==> src/rtl/hbl_pkg.sv <==
package hbl_pkg;
    typedef enum logic [2:0] {
        ST_IDLE,
        ST_DUMMY,
        ST_COUNT,
        ST_STATUS,
        ST_LOWER,
        ST_UPPER,
        ST_FINISH
    } hbl_state_e;
endpackage

==> src/rtl/hbl_word_asm.sv <==
module hbl_word_asm #(
    parameter int BW = 8
) (
    input  logic            clk,
    input  logic            rst_n,
    input  logic            wr_i,
    input  logic [BW-1:0]   byte_i,
    input  logic            open_i,
    input  logic            take_i,
    output logic [2*BW-1:0] word_o,
    output logic            vld_o,
    output logic            rdy_o,
    output logic            ovr_o
);
    logic            have_lo_q;
    logic [BW-1:0]   lo_q;
    logic [2*BW-1:0] word_q;
    logic            vld_q;
    logic            ovr_q;
    logic            accept;

    assign accept = open_i && !vld_q;
    assign rdy_o  = open_i && !have_lo_q && !vld_q;
    assign word_o = word_q;
    assign vld_o  = vld_q;
    assign ovr_o  = ovr_q;

    always_ff @(posedge clk or negedge rst_n) begin
        if (!rst_n) begin
            have_lo_q <= 1'b0;
            lo_q      <= '0;
            word_q    <= '0;
            vld_q     <= 1'b0;
            ovr_q     <= 1'b0;
        end else begin
            if (take_i) begin
                vld_q <= 1'b0;
            end
            if (wr_i) begin
                if (accept) begin
                    if (!have_lo_q) begin
                        lo_q      <= byte_i;
                        have_lo_q <= 1'b1;
                    end else begin
                        word_q    <= {byte_i, lo_q};
                        vld_q     <= 1'b1;
                        have_lo_q <= 1'b0;
                    end
                end else begin
                    ovr_q <= 1'b1;
                end
            end
        end
    end


    rdy_half_chk: assert property (@(posedge clk) disable iff (!rst_n)
        have_lo_q |-> !rdy_o);


    ovr_sticky_chk: assert property (@(posedge clk) disable iff (!rst_n)
        ovr_q |=> ovr_q);


    ovr_set_chk: assert property (@(posedge clk) disable iff (!rst_n)
        (wr_i && !open_i) |=> ovr_q);
endmodule

==> src/rtl/hbl_seq.sv <==
module hbl_seq
    import hbl_pkg::*;
#(
    parameter int          WW        = 16,
    parameter int          AW        = 16,
    parameter int          SW        = 8,
    parameter logic [AW-1:0] BOOT_BASE = 16'h0200
) (
    input  logic          clk,
    input  logic          rst_n,
    input  logic          start_i,
    input  logic          mode_i,
    input  logic [WW-1:0] reboot_cnt_i,
    input  logic [AW-1:0] reboot_addr_i,
    input  logic [AW-1:0] ret_addr_i,
    input  logic [WW-1:0] word_i,
    input  logic          vld_i,
    output logic          open_o,
    output logic          take_o,
    output logic          iram_we_o,
    output logic          iram_hi_o,
    output logic [AW-1:0] iram_addr_o,
    output logic [WW-1:0] iram_data_o,
    output logic [SW-4:0] cfg_o,
    output logic          wen_o,
    output logic          done_o,
    output logic [AW-1:0] branch_o
);
    localparam int CFG_W = SW - 3;

    hbl_state_e    st_q, st_nxt;
    logic [WW-1:0] cnt_q;
    logic [AW-1:0] addr_q;
    logic [AW-1:0] tgt_q;
    logic [CFG_W-1:0] cfg_q;
    logic          wen_q;
    logic          we_q, hi_q;
    logic [AW-1:0] wa_q;
    logic [WW-1:0] wd_q;

    assign open_o = (st_q == ST_DUMMY) || (st_q == ST_COUNT) || (st_q == ST_STATUS) ||
                    (st_q == ST_LOWER) || (st_q == ST_UPPER);
    assign take_o = open_o && vld_i;

    // state register
    always_ff @(posedge clk or negedge rst_n) begin
        if (!rst_n) st_q <= ST_IDLE;
        else        st_q <= st_nxt;
    end

    always_comb begin
        st_nxt = st_q;
        unique case (st_q)
            ST_IDLE: begin
                if (start_i) begin
                    if (mode_i) st_nxt = (reboot_cnt_i == '0) ? ST_FINISH : ST_LOWER;
                    else        st_nxt = ST_DUMMY;
                end
            end
            ST_DUMMY:  if (vld_i) st_nxt = ST_COUNT;
            ST_COUNT:  if (vld_i) st_nxt = ST_STATUS;
            ST_STATUS: if (vld_i) st_nxt = (cnt_q == '0) ? ST_FINISH : ST_LOWER;
            ST_LOWER:  if (vld_i) st_nxt = ST_UPPER;
            ST_UPPER:  if (vld_i) st_nxt = (cnt_q == WW'(1)) ? ST_FINISH : ST_LOWER;
            ST_FINISH: st_nxt = ST_IDLE;
            default:   st_nxt = ST_IDLE;
        endcase
    end

    // datapath and outputs
    always_ff @(posedge clk or negedge rst_n) begin
        if (!rst_n) begin
            cnt_q  <= '0;
            addr_q <= '0;
            tgt_q  <= '0;
            cfg_q  <= '0;
            wen_q  <= 1'b0;
            we_q   <= 1'b0;
            hi_q   <= 1'b0;
            wa_q   <= '0;
            wd_q   <= '0;
        end else begin
            we_q <= 1'b0;
            unique case (st_q)
                ST_IDLE: begin
                    if (start_i) begin
                        if (mode_i) begin
                            cnt_q  <= reboot_cnt_i;
                            addr_q <= reboot_addr_i;
                            tgt_q  <= ret_addr_i;
                        end else begin
                            addr_q <= BOOT_BASE;
                            tgt_q  <= BOOT_BASE;
                        end
                    end
                end
                ST_COUNT: if (vld_i) cnt_q <= word_i;
                ST_STATUS: begin
                    if (vld_i) begin
                        cfg_q <= word_i[SW-1:3];
                        wen_q <= 1'b1;
                    end
                end
                ST_LOWER: begin
                    if (vld_i) begin
                        we_q <= 1'b1;
                        hi_q <= 1'b0;
                        wa_q <= addr_q;
                        wd_q <= word_i;
                    end
                end
                ST_UPPER: begin
                    if (vld_i) begin
                        we_q   <= 1'b1;
                        hi_q   <= 1'b1;
                        wa_q   <= addr_q;
                        wd_q   <= word_i;
                        addr_q <= addr_q + AW'(1);
                        cnt_q  <= cnt_q - WW'(1);
                    end
                end
                default: ;
            endcase
        end
    end

    assign iram_we_o   = we_q;
    assign iram_hi_o   = hi_q;
    assign iram_addr_o = wa_q;
    assign iram_data_o = wd_q;
    assign cfg_o       = cfg_q;
    assign wen_o       = wen_q;
    assign done_o      = (st_q == ST_FINISH);
    assign branch_o    = tgt_q;


    we_single_chk: assert property (@(posedge clk) disable iff (!rst_n)
        iram_we_o |=> !iram_we_o);


    done_pulse_chk: assert property (@(posedge clk) disable iff (!rst_n)
        done_o |=> !done_o);


    hi_follows_lo_chk: assert property (@(posedge clk) disable iff (!rst_n)
        (iram_we_o && iram_hi_o) |-> (st_q != ST_UPPER));


    wen_kept_chk: assert property (@(posedge clk) disable iff (!rst_n)
        wen_o |=> wen_o);
endmodule

==> src/rtl/hbl_loader.sv <==
module hbl_loader #(
    parameter int BW = 8,
    parameter int AW = 16,
    parameter int SW = 8
) (
    input  logic            clk,
    input  logic            rst_n,
    input  logic            host_wr,
    input  logic [BW-1:0]   host_byte,
    input  logic            start,
    input  logic            start_mode,
    input  logic [2*BW-1:0] reboot_count,
    input  logic [AW-1:0]   reboot_addr,
    input  logic [AW-1:0]   ret_addr,
    output logic            iram_we,
    output logic            iram_hi,
    output logic [AW-1:0]   iram_addr,
    output logic [2*BW-1:0] iram_data,
    output logic [SW-1:0]   host_status,
    output logic            host_rdy_n,
    output logic            done,
    output logic [AW-1:0]   branch_addr
);
    localparam int WW = 2 * BW;

    logic [WW-1:0] word;
    logic          vld, rdy, ovr, open, take, wen;
    logic [SW-4:0] cfg;

    hbl_word_asm #(.BW(BW)) i_asm (
        .clk    (clk),
        .rst_n  (rst_n),
        .wr_i   (host_wr),
        .byte_i (host_byte),
        .open_i (open),
        .take_i (take),
        .word_o (word),
        .vld_o  (vld),
        .rdy_o  (rdy),
        .ovr_o  (ovr)
    );

    hbl_seq #(.WW(WW), .AW(AW), .SW(SW)) i_seq (
        .clk           (clk),
        .rst_n         (rst_n),
        .start_i       (start),
        .mode_i        (start_mode),
        .reboot_cnt_i  (reboot_count),
        .reboot_addr_i (reboot_addr),
        .ret_addr_i    (ret_addr),
        .word_i        (word),
        .vld_i         (vld),
        .open_o        (open),
        .take_o        (take),
        .iram_we_o     (iram_we),
        .iram_hi_o     (iram_hi),
        .iram_addr_o   (iram_addr),
        .iram_data_o   (iram_data),
        .cfg_o         (cfg),
        .wen_o         (wen),
        .done_o        (done),
        .branch_o      (branch_addr)
    );

    assign host_status = {cfg, wen, ovr, rdy};
    assign host_rdy_n  = ~rdy;


    rdy_pin_chk: assert property (@(posedge clk) disable iff (!rst_n)
        (host_wr && !host_rdy_n) |=> host_rdy_n);


    ovr_pending_chk: assert property (@(posedge clk) disable iff (!rst_n)
        (host_wr && vld) |=> host_status[1]);
endmodule

==> config.mk <==
export PLATFORM = sky130hd
export DESIGN_NAME = hbl_loader
export DESIGN_NICKNAME = d
export VERILOG_FILES = /design/src/rtl/hbl_pkg.sv /design/src/rtl/hbl_word_asm.sv /design/src/rtl/hbl_seq.sv /design/src/rtl/hbl_loader.sv
export SDC_FILE = /design/constraint.sdc
export NUM_CORES = 1
export LEC_CHECK = 0
export ABC_AREA = 1
export BUFFER_PORTS_ARGS = -buffer_cell sky130_fd_sc_hd__buf_2
export CORE_ASPECT_RATIO = 0.5
export CORE_UTILIZATION = 48
export DETAILED_ROUTE_END_ITERATION = 10
export PLACE_DENSITY_LB_ADDON = 0.15
export SETUP_SLACK_MARGIN = 0.4
export SLEW_MARGIN = 20
export SYNTH_ARGS = -nofsm -noshare
export SYNTH_HDL_FRONTEND = slang
export SYNTH_SLANG_ARGS = --single-unit
export TNS_END_PERCENT = 5
==> constraint.sdc <==
create_clock -name clk -period 1.7 [get_ports clk]
set_clock_uncertainty 0.05 [all_clocks]
set_input_delay 0 -clock clk [delete_from_list [all_inputs] [get_ports clk]]
set_output_delay 0 -clock clk [all_outputs]
set_load 0.03 [all_outputs]
== Word-level counts from Yosys, hierarchy flattened ==
Cells that the tools add are included.

* Add/subtract/negate cells: 2
* Eq/ne operators: 14
* Multiplexer cells: 31
* Bitwise gates (word level): 3
* Reductions and logical operators: 28

{| class="wikitable"
|+ Operator list
! operator !! count
|-
| $mux 16 || 8
|-
| $pmux 16 s3 || 1
|-
| $logic_not 16->1 || 2
|-
| $pmux 16 s2 || 1
|-
| $mux 3 || 7
|-
| $pmux 3 s6 || 1
|-
| $add 16x1->16 const B || 1
|-
| $eq 16x1->1 const B || 1
|-
| $sub 16x1->16 const B || 1
|-
| $ne 2x2->1 const B || 7
|-
| $reduce_and 3->1 || 4
|-
| $reduce_and 2->1 || 5
|-
| $eq 3x3->1 const B || 3
|-
| $mux 1 || 9
|-
| $eq 3x2->1 const B || 2
|-
| $mux 2 || 3
|-
| $reduce_and 6->1 || 1
|-
| $reduce_and 5->1 || 1
|-
| $logic_and 1x1->1 || 4
|-
| $logic_or 1x1->1 || 4
|-
| $reduce_bool 2->1 || 2
|-
| $eq 3x1->1 const B || 1
|-
| $logic_not 3->1 || 1
|-
| $not 1->1 || 3
|-
| 4 further kinds || 5
|}

* Register bits: 118
* Output and inout port bits: 60
* Word-level logic and storage cells: 93

== Depth between registers and ports, before layout ==
Gate-level depths: netlist of run 1.

* Word-level depth: 10
* Mapped depth: 11

== Cells and area by module ==
A second synthesis of run 1 with hierarchy kept.

* Cell total of the unflattened synthesis: 766
* Area, all modules: 5954.5 sq um

{| class="wikitable"
|+ Modules (own cells, without submodules)
! module !! instances !! cells an instance !! area an instance (sq um) !! seq. area each (sq um)
|-
| hbl_seq || 1 || 643 || 4853.4 || 2277.2
|-
| hbl_word_asm || 1 || 119 || 1074.8 || 675.6
|-
| hbl_loader || 1 || 4 || 26.3 || 0.0
|}

== Worst setup path after synthesis of run 1 ==
OpenSTA, ideal clock, no wires.

* Kind: register -> register
* From: reg i_seq.st_q[2]
* To: reg i_seq.cnt_q[9]
* Arrival time: 1.394 ns
* Slack: 0.135 ns
* Cell stages (with the launch flop): 11
* Period minus slack after synthesis: 1.565 ns
* Path through: dfrtp_1 > buf_6 > inv_1 > nand3_2 > nand2_2 > nand2_1 > nand3_2 > inv_4 > buf_6 > o21ai_1 > nand2_1

* Longest elaborated chain between the ends: 3
* Elaborated cells between the ends (all ways): 10

{| class="wikitable"
|+ Ends and longest elaborated chain
! item !! line !! source
|-
| start: declaration || hbl_seq.sv:31 || <nowiki>hbl_state_e st_q, st_nxt;</nowiki>
|-
| start signal: assignment || hbl_seq.sv:48 || <nowiki>else st_q <= st_nxt;</nowiki>
|-
| $eq 3x2->1 (tied with other cells) || hbl_seq.sv:84 || <nowiki>unique case (st_q)</nowiki>
|-
| $ne 2x2->1 (no line) or $reduce_bool 3->1 (tied branches) || - ||
|-
| $reduce_and 5->1 (no line) || - ||
|-
| end signal: assignment || hbl_seq.sv:88 || <nowiki>cnt_q <= reboot_cnt_i;</nowiki>
|-
| end signal: assignment || hbl_seq.sv:97 || <nowiki>ST_COUNT: if (vld_i) cnt_q <= word_i;</nowiki>
|-
| end signal: assignment || hbl_seq.sv:119 || <nowiki>cnt_q <= cnt_q - WW'(1);</nowiki>
|-
| end: declaration || hbl_seq.sv:32 || <nowiki>logic [WW-1:0] cnt_q;</nowiki>
|}

Parallel ways exist; a longest one is shown, timed or not.
A chain may end at the register's enable or synchronous reset.

== Worst setup path after layout of run 1 ==
* From: reg i_seq.st_q[0]
* To: out host_rdy_n

* Longest elaborated chain between the ends: 8
* Elaborated cells between the ends (all ways): 12

{| class="wikitable"
|+ Ends and longest elaborated chain
! item !! line !! source
|-
| $eq 3x1->1 or $eq 3x2->1 (tied branches) || hbl_seq.sv:41 || <nowiki>assign open_o = (st_q == ST_DUMMY) || (st_q == ST_COUNT) || (st_q == ST_STATUS) ||</nowiki>
|-
| $logic_or 1x1->1 (3 in a row) || hbl_seq.sv:41 ||
|-
| $logic_or 1x1->1 * || hbl_seq.sv:42 || <nowiki>(st_q == ST_LOWER) || (st_q == ST_UPPER);</nowiki>
|-
| $logic_and 1x1->1 * (2 in a row) || hbl_word_asm.sv:23 || <nowiki>assign rdy_o = open_i && !have_lo_q && !vld_q;</nowiki>
|-
| $not 1->1 * || hbl_loader.sv:66 || <nowiki>assign host_rdy_n = ~rdy;</nowiki>
|-
| end: declaration || hbl_loader.sv:20 || <nowiki>output logic host_rdy_n,</nowiki>
|}

Every way passes the cells marked *; elsewhere a longest branch is shown, timed or not.

==> flow_summary_export.csv, run 1 <==
group,metric,value,unit
yosys,yosysTopAreaCell,"dfrtp_1",
timing,setup_viol,0,
timing,fmax,0.598,GHz
yosys,synthSimpleGateAreaFrac,25.4,%
pwr,p_sw_share,44.9,%
clocking,cts_num_sinks,118,
critical_path,crit_top_cell,"buf_6",
placement,dp.cells,1033,
floorplanning,io_pins,121,
yosys,synth_cell_types,33,
pwr,switchingPower,7.42,mW
cells_and_area,final_layout_size_suffix_gt1_share,24.0,%
yosys,synth_seq_cells,118,
detailed_routing,post_drt_wl_per_cell,15.3,um
global_route,globalRouteMet3Util,5.94,%
global_route,grt_pass1_wl,27600,um
detailed_routing,viasPerCell,5.21,
floorplanning,rows,28,
detailed_routing,vias,5896,
critical_path,rr_endpoint,"i_seq.cnt_q[13]",
yosys,synth.most_common_cell,"nand2_1",
critical_path,crit_chain,"nor2_4 -> nand2_4 -> nand3_2 -> nor2_2 -> buf_6 -> inv_2 -> buf_6",
worst_hold_path,hold_path.class,"in -> async",
yosys,synth_top_family_by_area,"simple AND/OR/NAND/NOR gates",
pwr,power_density,2010,nW/um^2
timing,final_max_slew_viol_count,0,
placement,postPlaceCellArea,6720,um^2
pwr,p_clk_share,23.3,%
critical_path,reg2reg_slack,0.04,ns
critical_path,crit_fanout,6,
clocking,cts_root_buffer,"clkbuf_16",
pwr,p_leak,4.18,nW
global_route,grt_use_met1,37.9,%
pwr,seq_power_share,30.0,%
clocking,cts_buffers,17,
yosys,synth_compound_area_share,14.5,%
detailed_routing,drtAntennaViolNets,0,
global_route,grt-ovfl-total,0,
job,cap_violations,0,
cells_and_area,fillers,966,
yosys,syn_area,5890,um^2
yosys,yosys.area.top_type_share,50.2,%
cells_and_area,instances_no_fill,1131,
yosys,synthXorXnorAreaFrac,0,%
detailed_routing,route.detailed.drc,0,
run_status,violations,"negative hold slack",
timing,relSlewSlack,75.6,%
critical_path,crit_path_max_incr_delay,0.47,ns
clocking,clk_path_buf_depth,2,
critical_path,endpoint_kind,"primary output",
placement,gp_congestion,0.957,
critical_path,startpoint_type,"register",
global_route,grt_max_degree,48,
detailed_routing,drt_wl_total,17300,um
clocking,tritoncts,"done",
yosys,yosys.area_share.adder,0.638,%
clocking,cts.clk_slew.worst_paths,0.06,ns
critical_path,reg2regPathDepth,8,
cells_and_area,final_net_count,1017,
critical_path,cp.arrival,1.62,ns
placement,post-place-ws,-0.0527,ns
timing,post-route-period-util,98.4,%
timing,max_slew.worst_pin.slew,0.366,ns
timing,fin_ws,0.0280,ns
yosys,ys_top_cells_by_count,"nand2_1 (229), dfrtp_1 (118), inv_1 (88), o21ai_0 (71), nor2_1 (64)",
yosys,synth-main-ff-cell,"dfrtp_1",
cells_and_area,antenna_cells,0,
critical_path,critPathSlowestCell,"dfrtp_2",
global_route,busiest_layer,"met2",
floorplanning,die_y,80.3,um
detailed_routing,drt_iter0_markers,485,
global_route,grt_usage,28.9,%
pwr,power_frac_comb,46.8,%
timing,whs,-0.00476,ns
pwr,p_int,9.09,mW
critical_path,reg2reg_from,"i_seq.st_q[1]",
timing,hold_violations,14,
yosys,synth.area.mux_share,0,%
detailed_routing,dr.pass1.iters,5,
timing,rsz0062_at_grt,"yes",
floorplanning,initial_core_util,49.6,%
cells_and_area,postLayoutCoreUtil,69.1,%
yosys,ys_warn_count,0,
placement,place_hpwl,11100,um
clocking,clk_latency,0.42,ns
yosys,synthTopCellsByArea,"dfrtp_1 (50%), nand2_1 (15%), o21ai_0 (6.0%), inv_1 (5.6%), nor2_1 (4.1%)",
yosys,async_flop_share,100,%
global_route,met2_usage,46.7,%
floorplanning,die_area,12700,um^2
floorplanning,core,11900,um^2
clocking,cts_max_level,4,
timing,fin_tns_setup,0,ns
yosys,synth_edf_count,0,
yosys,synth_nets,823,
critical_path,required,1.65,ns
pwr,peakVddDrop,0.00101,V
global_route,grt_pass1_vias,5512,
floorplanning,die_w,159,um
yosys,syn-mean-instance-area,7.75,um^2
cells_and_area,synthToLayoutAreaGrowth,39.5,%
placement,portBuffers,120,
pwr,power,16.5,mW
yosys,yosysSeqAreaShare,50.2,%
critical_path,worstSetupPathType,"reg -> out",
cells_and_area,final_cell_area,8210,um^2
global_route,antenna_found_initial,0,
yosys,syn_inst,759,
run_status,status,"complete, but fails checks",
timing,post-route-min-period,1.67,ns
[placed cells by master, fill, tap and decap left out, types with 2 or more instances in the layout]
cell	Yosys	layout
nor2_2	3	8
nand2_2	2	8
nand2_4	1	3
dlygate4sd3_1	0	57
bufinv_16	0	3
nand3_2	3	2
a21oi_1	18	17
nor3_1	4	4
nand3_1	44	42
o22ai_1	4	4
o21ai_1	31	46
nor2_4	2	6
clkbuf_16	0	17
dfrtp_2	0	3
buf_6	4	2
nor2_1	64	55
o211ai_1	2	2
dfrtp_1	118	115
clkinvlp_4	0	4
ha_1	3	2
inv_6	0	7
buf_2	11	116
buf_12	0	5
o21ai_2	0	2
nand2_1	229	220
a21boi_1	3	5
inv_1	88	83
inv_4	1	7
nand4_1	7	7
a22o_1	16	16
nand3_4	0	3
clkinv_4	0	3
buf_8	0	2
buf_4	8	21
o21ai_0	71	54
or2_2	2	2
[registers in the layout (all words and copies together) (netlist names), 3 cells and up]
register,count
i_asm.lo_q,8
i_seq.iram_data_o,16
i_seq.cnt_q,16
i_seq.st_q,3
i_seq.iram_addr_o,16
i_seq.branch_o,16
i_asm.word_o,16
i_seq.addr_q,16
i_seq.cfg_o,5
[worst max path at each step]
stage / from / end / slack (ns) / depth (start not counted)
global route: i_seq.st_q[2] / i_asm.word_o[15] / -0.03 / 8
finish: i_seq.st_q[0] / host_rdy_n / 0.03 / 7
detailed placement: i_seq.st_q[0] / i_seq.branch_o[1] / -0.05 / 6
CTS: i_seq.st_q[1] / i_seq.cnt_q[10] / 0.07 / 8
global placement: i_seq.st_q[0] / i_seq.branch_o[0] / -0.04 / 6
floorplan: i_seq.st_q[0] / i_seq.iram_hi_o / 0.21 / 10
[critical path: cells and delay by family, from the launching register on]
family / cells / cell delay [ns]
simple gates: 4 / 0.43
flops: 1 / 0.47
buf+inv: 3 / 0.31
[power groups by stage]
stage | sequential, mW | clock [mW] | combinational, mW
after floorplan | 5.81 | 0 | 4.05
after global routing | 5.10 | 4.01 | 8.51
after CTS | 4.92 | 3.87 | 7.41
after detailed placement | 4.91 | 0 | 6.83
final | 4.95 | 3.84 | 7.72
after global placement | 4.90 | 0 | 6.67
[repair_timing]
item                                   4_1_cts  5_1_grt
buffers inserted                             7        0
hold buffers                                57        0
pin swaps                                    5       14
endpoints found under the hold margin      180        0
setup endpoints to repair                  120      120
resized for setup                           28       41
gates cloned                                 2        0
[cell type report]
cell class	count	area (um^2)	area share, %
Clock buffer	18	439	5.35
Timing Repair Buffer	204	1490	18.1
Tap cell	165	206	2.52
Clock inverter	14	186	2.27
Timing Repair inverter	1	7.51	0.0915
Multi-Input combinational cell	516	2520	30.7
Sequential cell	118	2960	36.0
Inverter	95	400	4.88
[routing by layer]
layer | part of all wire, % | wire (um)
met1 | 46 | 7940
met2 | 46 | 7980
met3 | 5.6 | 978
met4 | 2.4 | 422
met5 | 0 | 0
[logic make-up (layout without fill, tap and decap cells)]
kind of cell | Yosys count | after routing
AO/OA/AOI/OAI | 151 | 151
buffers and inverters | 125 | 332
adder cells (fa/ha/maj) | 3 | 3
AND/OR/NAND/NOR | 362 | 362
flip-flops | 118 | 118
No activity file was read; power rests on OpenSTA's default activity.
==> inputs of run 2 (changes only) <==
- CORE_MARGIN: not set -> 2
==> run 2 against run 1 <==
The flow finishes with violations (negative setup slack); first-iteration DRC count is 1.4% lower; worst hold slack better by 0.0099 ns; sequential share of layout area fell by 2.4 points; critical path depth rose by 1; combinational power rose by 20%; maximum frequency decreased by 2.7%; register-to-register slack got worse by 0.06 ns; total power grew 8.1%; design area up 7.0%; wire length rose by 10%; sequential power is essentially flat; sequential cell count stayed put; largest cell class unchanged; highest routed layer unchanged.
==> flow_summary_export.csv, run 2 (synthesis gave the netlist of run 1 again) <==
group,metric,value,unit
critical_path,worstSetupPathType,"reg -> reg",
global_route,grt_max_degree,54,
timing,post-route-period-util,101,%
clocking,clk_path_buf_depth,2,
global_route,grt_pass1_vias,5828,
cells_and_area,final_cell_area,8780,um^2
run_status,status,"complete, but fails checks",
critical_path,crit_chain,"nor2_4 -> nand2_4 -> buf_4 -> nand3_4 -> nand3_4 -> buf_4 -> nor2_1 -> a21oi_1",
detailed_routing,vias,6111,
critical_path,critPathTopFamily,"simple AND/OR/NAND/NOR gates",
run_status,violations,"negative setup slack",
worst_hold_path,hold_path.class,"in -> async",
clocking,cts_max_level,4,
pwr,peakVddDrop,0.00135,V
timing,fmax,0.582,GHz
cells_and_area,postLayoutCoreUtil,74.0,%
floorplanning,io_pins,121,
placement,place_hpwl,11300,um
timing,relSlewSlack,70.8,%
clocking,cts.clk_slew.worst_paths,0.06,ns
placement,dp.cells,1037,
floorplanning,die_area,13200,um^2
floorplanning,core,11900,um^2
critical_path,critPathSlowestCell,"dfrtp_2",
detailed_routing,drtAntennaViolNets,0,
cells_and_area,instances_no_fill,1166,
placement,gp_congestion,0.945,
placement,post-place-ws,-0.00757,ns
timing,fin_tns_setup,-0.0374,ns
cells_and_area,final_net_count,1052,
cells_and_area,final_layout_size_suffix_gt1_share,30.3,%
detailed_routing,dr.pass1.iters,5,
timing,hold_violations,0,
floorplanning,rows,28,
detailed_routing,drt_wl_total,19100,um
timing,setup_viol,4,
detailed_routing,viasPerCell,5.24,
global_route,grt_pass1_wl,29800,um
pwr,power,17.8,mW
cells_and_area,antenna_cells,0,
timing,post-route-min-period,1.72,ns
critical_path,startpoint_type,"register",
clocking,cts_buffers,17,
critical_path,endpoint_kind,"register",
global_route,grt-ovfl-total,0,
clocking,cts_root_buffer,"clkbuf_16",
clocking,clk_latency,0.43,ns
detailed_routing,route.detailed.drc,0,
timing,rsz0062_at_grt,"yes",
floorplanning,die_w,161,um
critical_path,required,1.95,ns
critical_path,crit_path_max_incr_delay,0.45,ns
placement,postPlaceCellArea,6750,um^2
cells_and_area,mostFrequentLayoutCell,"nand2_1",
critical_path,crit_fanout,7,
detailed_routing,drt_iter0_markers,478,
pwr,p_leak,4.44,nW
clocking,tritoncts,"done",
job,cap_violations,0,
cells_and_area,final_cell_mix,"nand2_1 (200), buf_2 (116), dfrtp_1 (115)",
critical_path,cp.arrival,1.97,ns
cells_and_area,fillers,857,
timing,whs,0.00512,ns
timing,max_slew.worst_pin.slew,0.438,ns
placement,portBuffers,120,
global_route,antenna_found_initial,0,
floorplanning,initial_core_util,49.6,%
timing,final_max_slew_viol_count,0,
clocking,cts_num_sinks,118,
critical_path,cp_num_buf_inv,2,
global_route,grt_usage,29.7,%
timing,fin_ws,-0.0178,ns
pwr,power_density,2030,nW/um^2
cells_and_area,synthToLayoutAreaGrowth,49.3,%
detailed_routing,post_drt_wl_per_cell,16.4,um
floorplanning,die_y,82.3,um
-- run 2: worst paths after layout --
check / start / to / slack [ns] / depth (start not counted)
max in group asynchronous: rst_n / i_seq.branch_o[11] / 0.96 / 3
min in group clk: reboot_count[11] / i_seq.cnt_q[11] / 0.04 / 7
hold reg to reg: i_asm.ovr_o / i_asm.ovr_o / 0.41 / 1
setup reg to reg: i_seq.st_q[1] / i_seq.cnt_q[14] / -0.02 / 8
setup / recovery: i_seq.st_q[1] / i_seq.cnt_q[14] / -0.02 / 8
hold / removal: rst_n / i_seq.iram_addr_o[4] / 0.005 / 2
-- run 2: per-layer routing --
metal	global-route usage [%]	vias to the layer above	routed length [um]
met1	38.3	2913	8380
met2	50.8	255	9030
met3	5.94	35	1320
met4	11.3	0	367
li1	-	2908	-
met5	0	-	0
-- run 2: area by class of cell --
cell class / instances / area, um^2 / area share, %
sequential: 118 / 2960 / 33.7
clock buffer: 19 / 443 / 5.04
multi-input combinational: 517 / 2710 / 30.9
tap: 165 / 206 / 2.35
clock inverter: 13 / 148 / 1.68
timing repair buffer: 234 / 1880 / 21.4
timing repair inverter: 5 / 31.3 / 0.356
inverter: 95 / 409 / 4.66
-- run 2: what timing repair did --
item / in CTS / in global routing
endpoints found under the hold margin: 179 / 0
hold buffers: 55 / 0
setup endpoints to repair: 119 / 120
gates cloned: 11 / 1
resized for setup: 62 / 74
buffers inserted: 28 / 2
pin swaps: 13 / 18
-- run 2: report_power, final --
part / leakage [nW] / internal, mW / switching, mW
sequential: 1.48 / 4.07 / 0.907
combinational: 2.68 / 3.52 / 5.73
clock: 0.277 / 2.21 / 1.42
==> inputs of run 3 (changes only) <==
- BUFFER_PORTS_ARGS: -buffer_cell sky130_fd_sc_hd__buf_2 -> not set
- DONT_BUFFER_PORTS: not set -> 1
==> run 3 against run 2 <==
The run ends with negative hold slack left; global-route usage down 2.5 points; combinational power shrank 28%; via count down 11%; final cell count decreased by 11%; sequential power up 22%; total power decreased by 7.1%; non-clock buffer count is 127 lower; utilization shrank 8.2 points; sequential share of layout area grew 4.1 points; wire length fell by 10%; largest power group unchanged; highest routed layer unchanged.
==> flow_summary_export.csv, run 3 (synthesis gave the netlist of run 1 again) <==
group,metric,value,unit
run_status,status,"complete, but fails checks",
run_status,violations,"negative hold slack",
placement,gp_congestion,0.866,
timing,fin_tns_setup,0,ns
clocking,cts_num_sinks,118,
placement,portBuffers,0,
worst_hold_path,hold_path.class,"in -> async",
floorplanning,initial_core_util,49.6,%
clocking,cts_buffers,17,
critical_path,required,1.95,ns
critical_path,rr_endpoint,"i_seq.addr_q[7]",
timing,post-route-min-period,1.69,ns
pwr,switchingPower,7.51,mW
floorplanning,rows,28,
pwr,p_leak,3.78,nW
timing,whs,-0.776,ns
critical_path,startpoint_type,"register",
floorplanning,die_y,82.3,um
pwr,p_int,9.07,mW
pwr,p_clk_share,23.1,%
global_route,grt_pass1_vias,5356,
timing,rsz0062_at_grt,"yes",
critical_path,crit_path_end,"i_seq.addr_q[7]",
detailed_routing,drt_wl_total,17200,um
clocking,clk_path_buf_depth,2,
critical_path,cp.arrival,1.94,ns
critical_path,startpoint,"i_seq.st_q[1]",
clocking,tritoncts,"done",
pwr,peakVddDrop,0.00121,V
global_route,antenna_found_initial,0,
clocking,cts.clk_slew.worst_paths,0.06,ns
detailed_routing,drtAntennaViolNets,0,
placement,post-place-ws,0.0347,ns
cells_and_area,antenna_cells,0,
pwr,power_density,2120,nW/um^2
critical_path,endpoint_kind,"register",
detailed_routing,dr.pass1.iters,8,
cells_and_area,final_layout_size_suffix_gt1_share,15.9,%
global_route,grt_pass1_wl,27700,um
clocking,cts_root_buffer,"clkbuf_16",
cells_and_area,mostFrequentLayoutCell,"nand2_1",
detailed_routing,post_drt_wl_per_cell,16.6,um
detailed_routing,vias,5455,
detailed_routing,viasPerCell,5.27,
global_route,grt-ovfl-total,0,
clocking,clk_latency,0.42,ns
placement,postPlaceCellArea,6180,um^2
pwr,p_sw_share,45.3,%
timing,setup_viol,0,
critical_path,reg2reg_from,"i_seq.st_q[1]",
critical_path,reg2reg_slack,0.007,ns
floorplanning,die_area,13200,um^2
cells_and_area,synthToLayoutAreaGrowth,32.8,%
critical_path,crit_fanout,7,
clocking,postCtsHoldBufs,59,
pwr,seq_power_share,36.8,%
global_route,grt_max_degree,119,
critical_path,worstSetupPathType,"reg -> reg",
timing,fin_ws,0.00717,ns
timing,relSlewSlack,70.3,%
detailed_routing,drt_iter0_markers,460,
cells_and_area,final_cell_mix,"nand2_1 (220), dfrtp_1 (117), inv_1 (80)",
timing,hold_violations,118,
floorplanning,core,11900,um^2
timing,max_slew.worst_pin.slew,0.444,ns
pwr,power_frac_comb,40.2,%
placement,place_hpwl,11000,um
timing,final_max_slew_viol_count,0,
floorplanning,die_w,161,um
job,cap_violations,0,
critical_path,reg2regPathDepth,10,
cells_and_area,final_cell_area,7820,um^2
clocking,cts_max_level,4,
global_route,grt_usage,27.2,%
detailed_routing,route.detailed.drc,0,
cells_and_area,final_net_count,921,
timing,fmax,0.591,GHz
timing,post-route-period-util,99.6,%
floorplanning,io_pins,121,
run 3: repair_timing:
item	in CTS	in global routing
cloned	4	0
setup buffers	17	1
setup endpoints to repair	119	120
endpoints found under the hold margin	188	118
resized for setup	38	46
pin swaps	9	21
run 3: per-layer routing:
layer  track usage, %  up-vias  wire length [um]
li1                 -     2644                 -
met1             35.6     2605              7810
met2             45.2      177              8050
met3             6.34       29              1020
met4             9.82        0               306
met5                0        -                 0
run 3: per-stage QoR:
step | util, % | instances | total power [mW] | hold slack [ns]
after floorplan | - | 759 | 9.87 | -0.346
after global placement | 52.1 | 922 | 11.2 | -0.342
after detailed placement | 52.1 | 922 | 11.3 | -0.342
after CTS | 64.6 | 1034 | 16.1 | -0.781
after global routing | 65.8 | 1035 | 17.6 | -0.791
final | 65.8 | 1035 | 16.6 | -0.776
run 3: how the worst min path moves through the flow:
stage,from,slack (ns),depth (start not counted),end
final,rst_n,-0.78,0,i_seq.addr_q[4]
after global routing,rst_n,-0.79,0,i_seq.iram_addr_o[4]
after CTS,rst_n,-0.78,0,i_seq.iram_addr_o[4]
after detailed placement,rst_n,-0.34,0,i_seq.iram_addr_o[4]
after global placement,rst_n,-0.34,0,i_seq.iram_addr_o[4]
after floorplan,rst_n,-0.35,0,i_asm.have_lo_q
run 3: power groups by stage:
stage	Sequential, mW	Clock (mW)	Combinational [mW]
floorplan	5.81	0	4.05
global placement	6.10	0	5.12
detailed placement	6.11	0	5.23
CTS	6.07	3.86	6.19
global route	6.25	3.99	7.39
finish	6.09	3.82	6.66
run 3: layout make-up:
class	instances	area, um^2
Clock inverter	14	190
Tap cell	165	206
Inverter	95	382
Clock buffer	18	429
Timing Repair Buffer	107	1070
Sequential cell	118	2950
Multi-Input combinational cell	517	2580
Fill cell	998	4060
Timing Repair inverter	1	6.26
run 3: worst max-delay path, stage by stage (launching register included):
cell	delay [ns]
dfrtp_2	0.45
buf_6	0.14
inv_4	0.06
nand3_4	0.10
buf_12	0.17
nor2_4	0.09
nor2_4	0.06
nand2_4	0.13
buf_6	0.15
nand2_1	0.04
a21boi_1	0.12
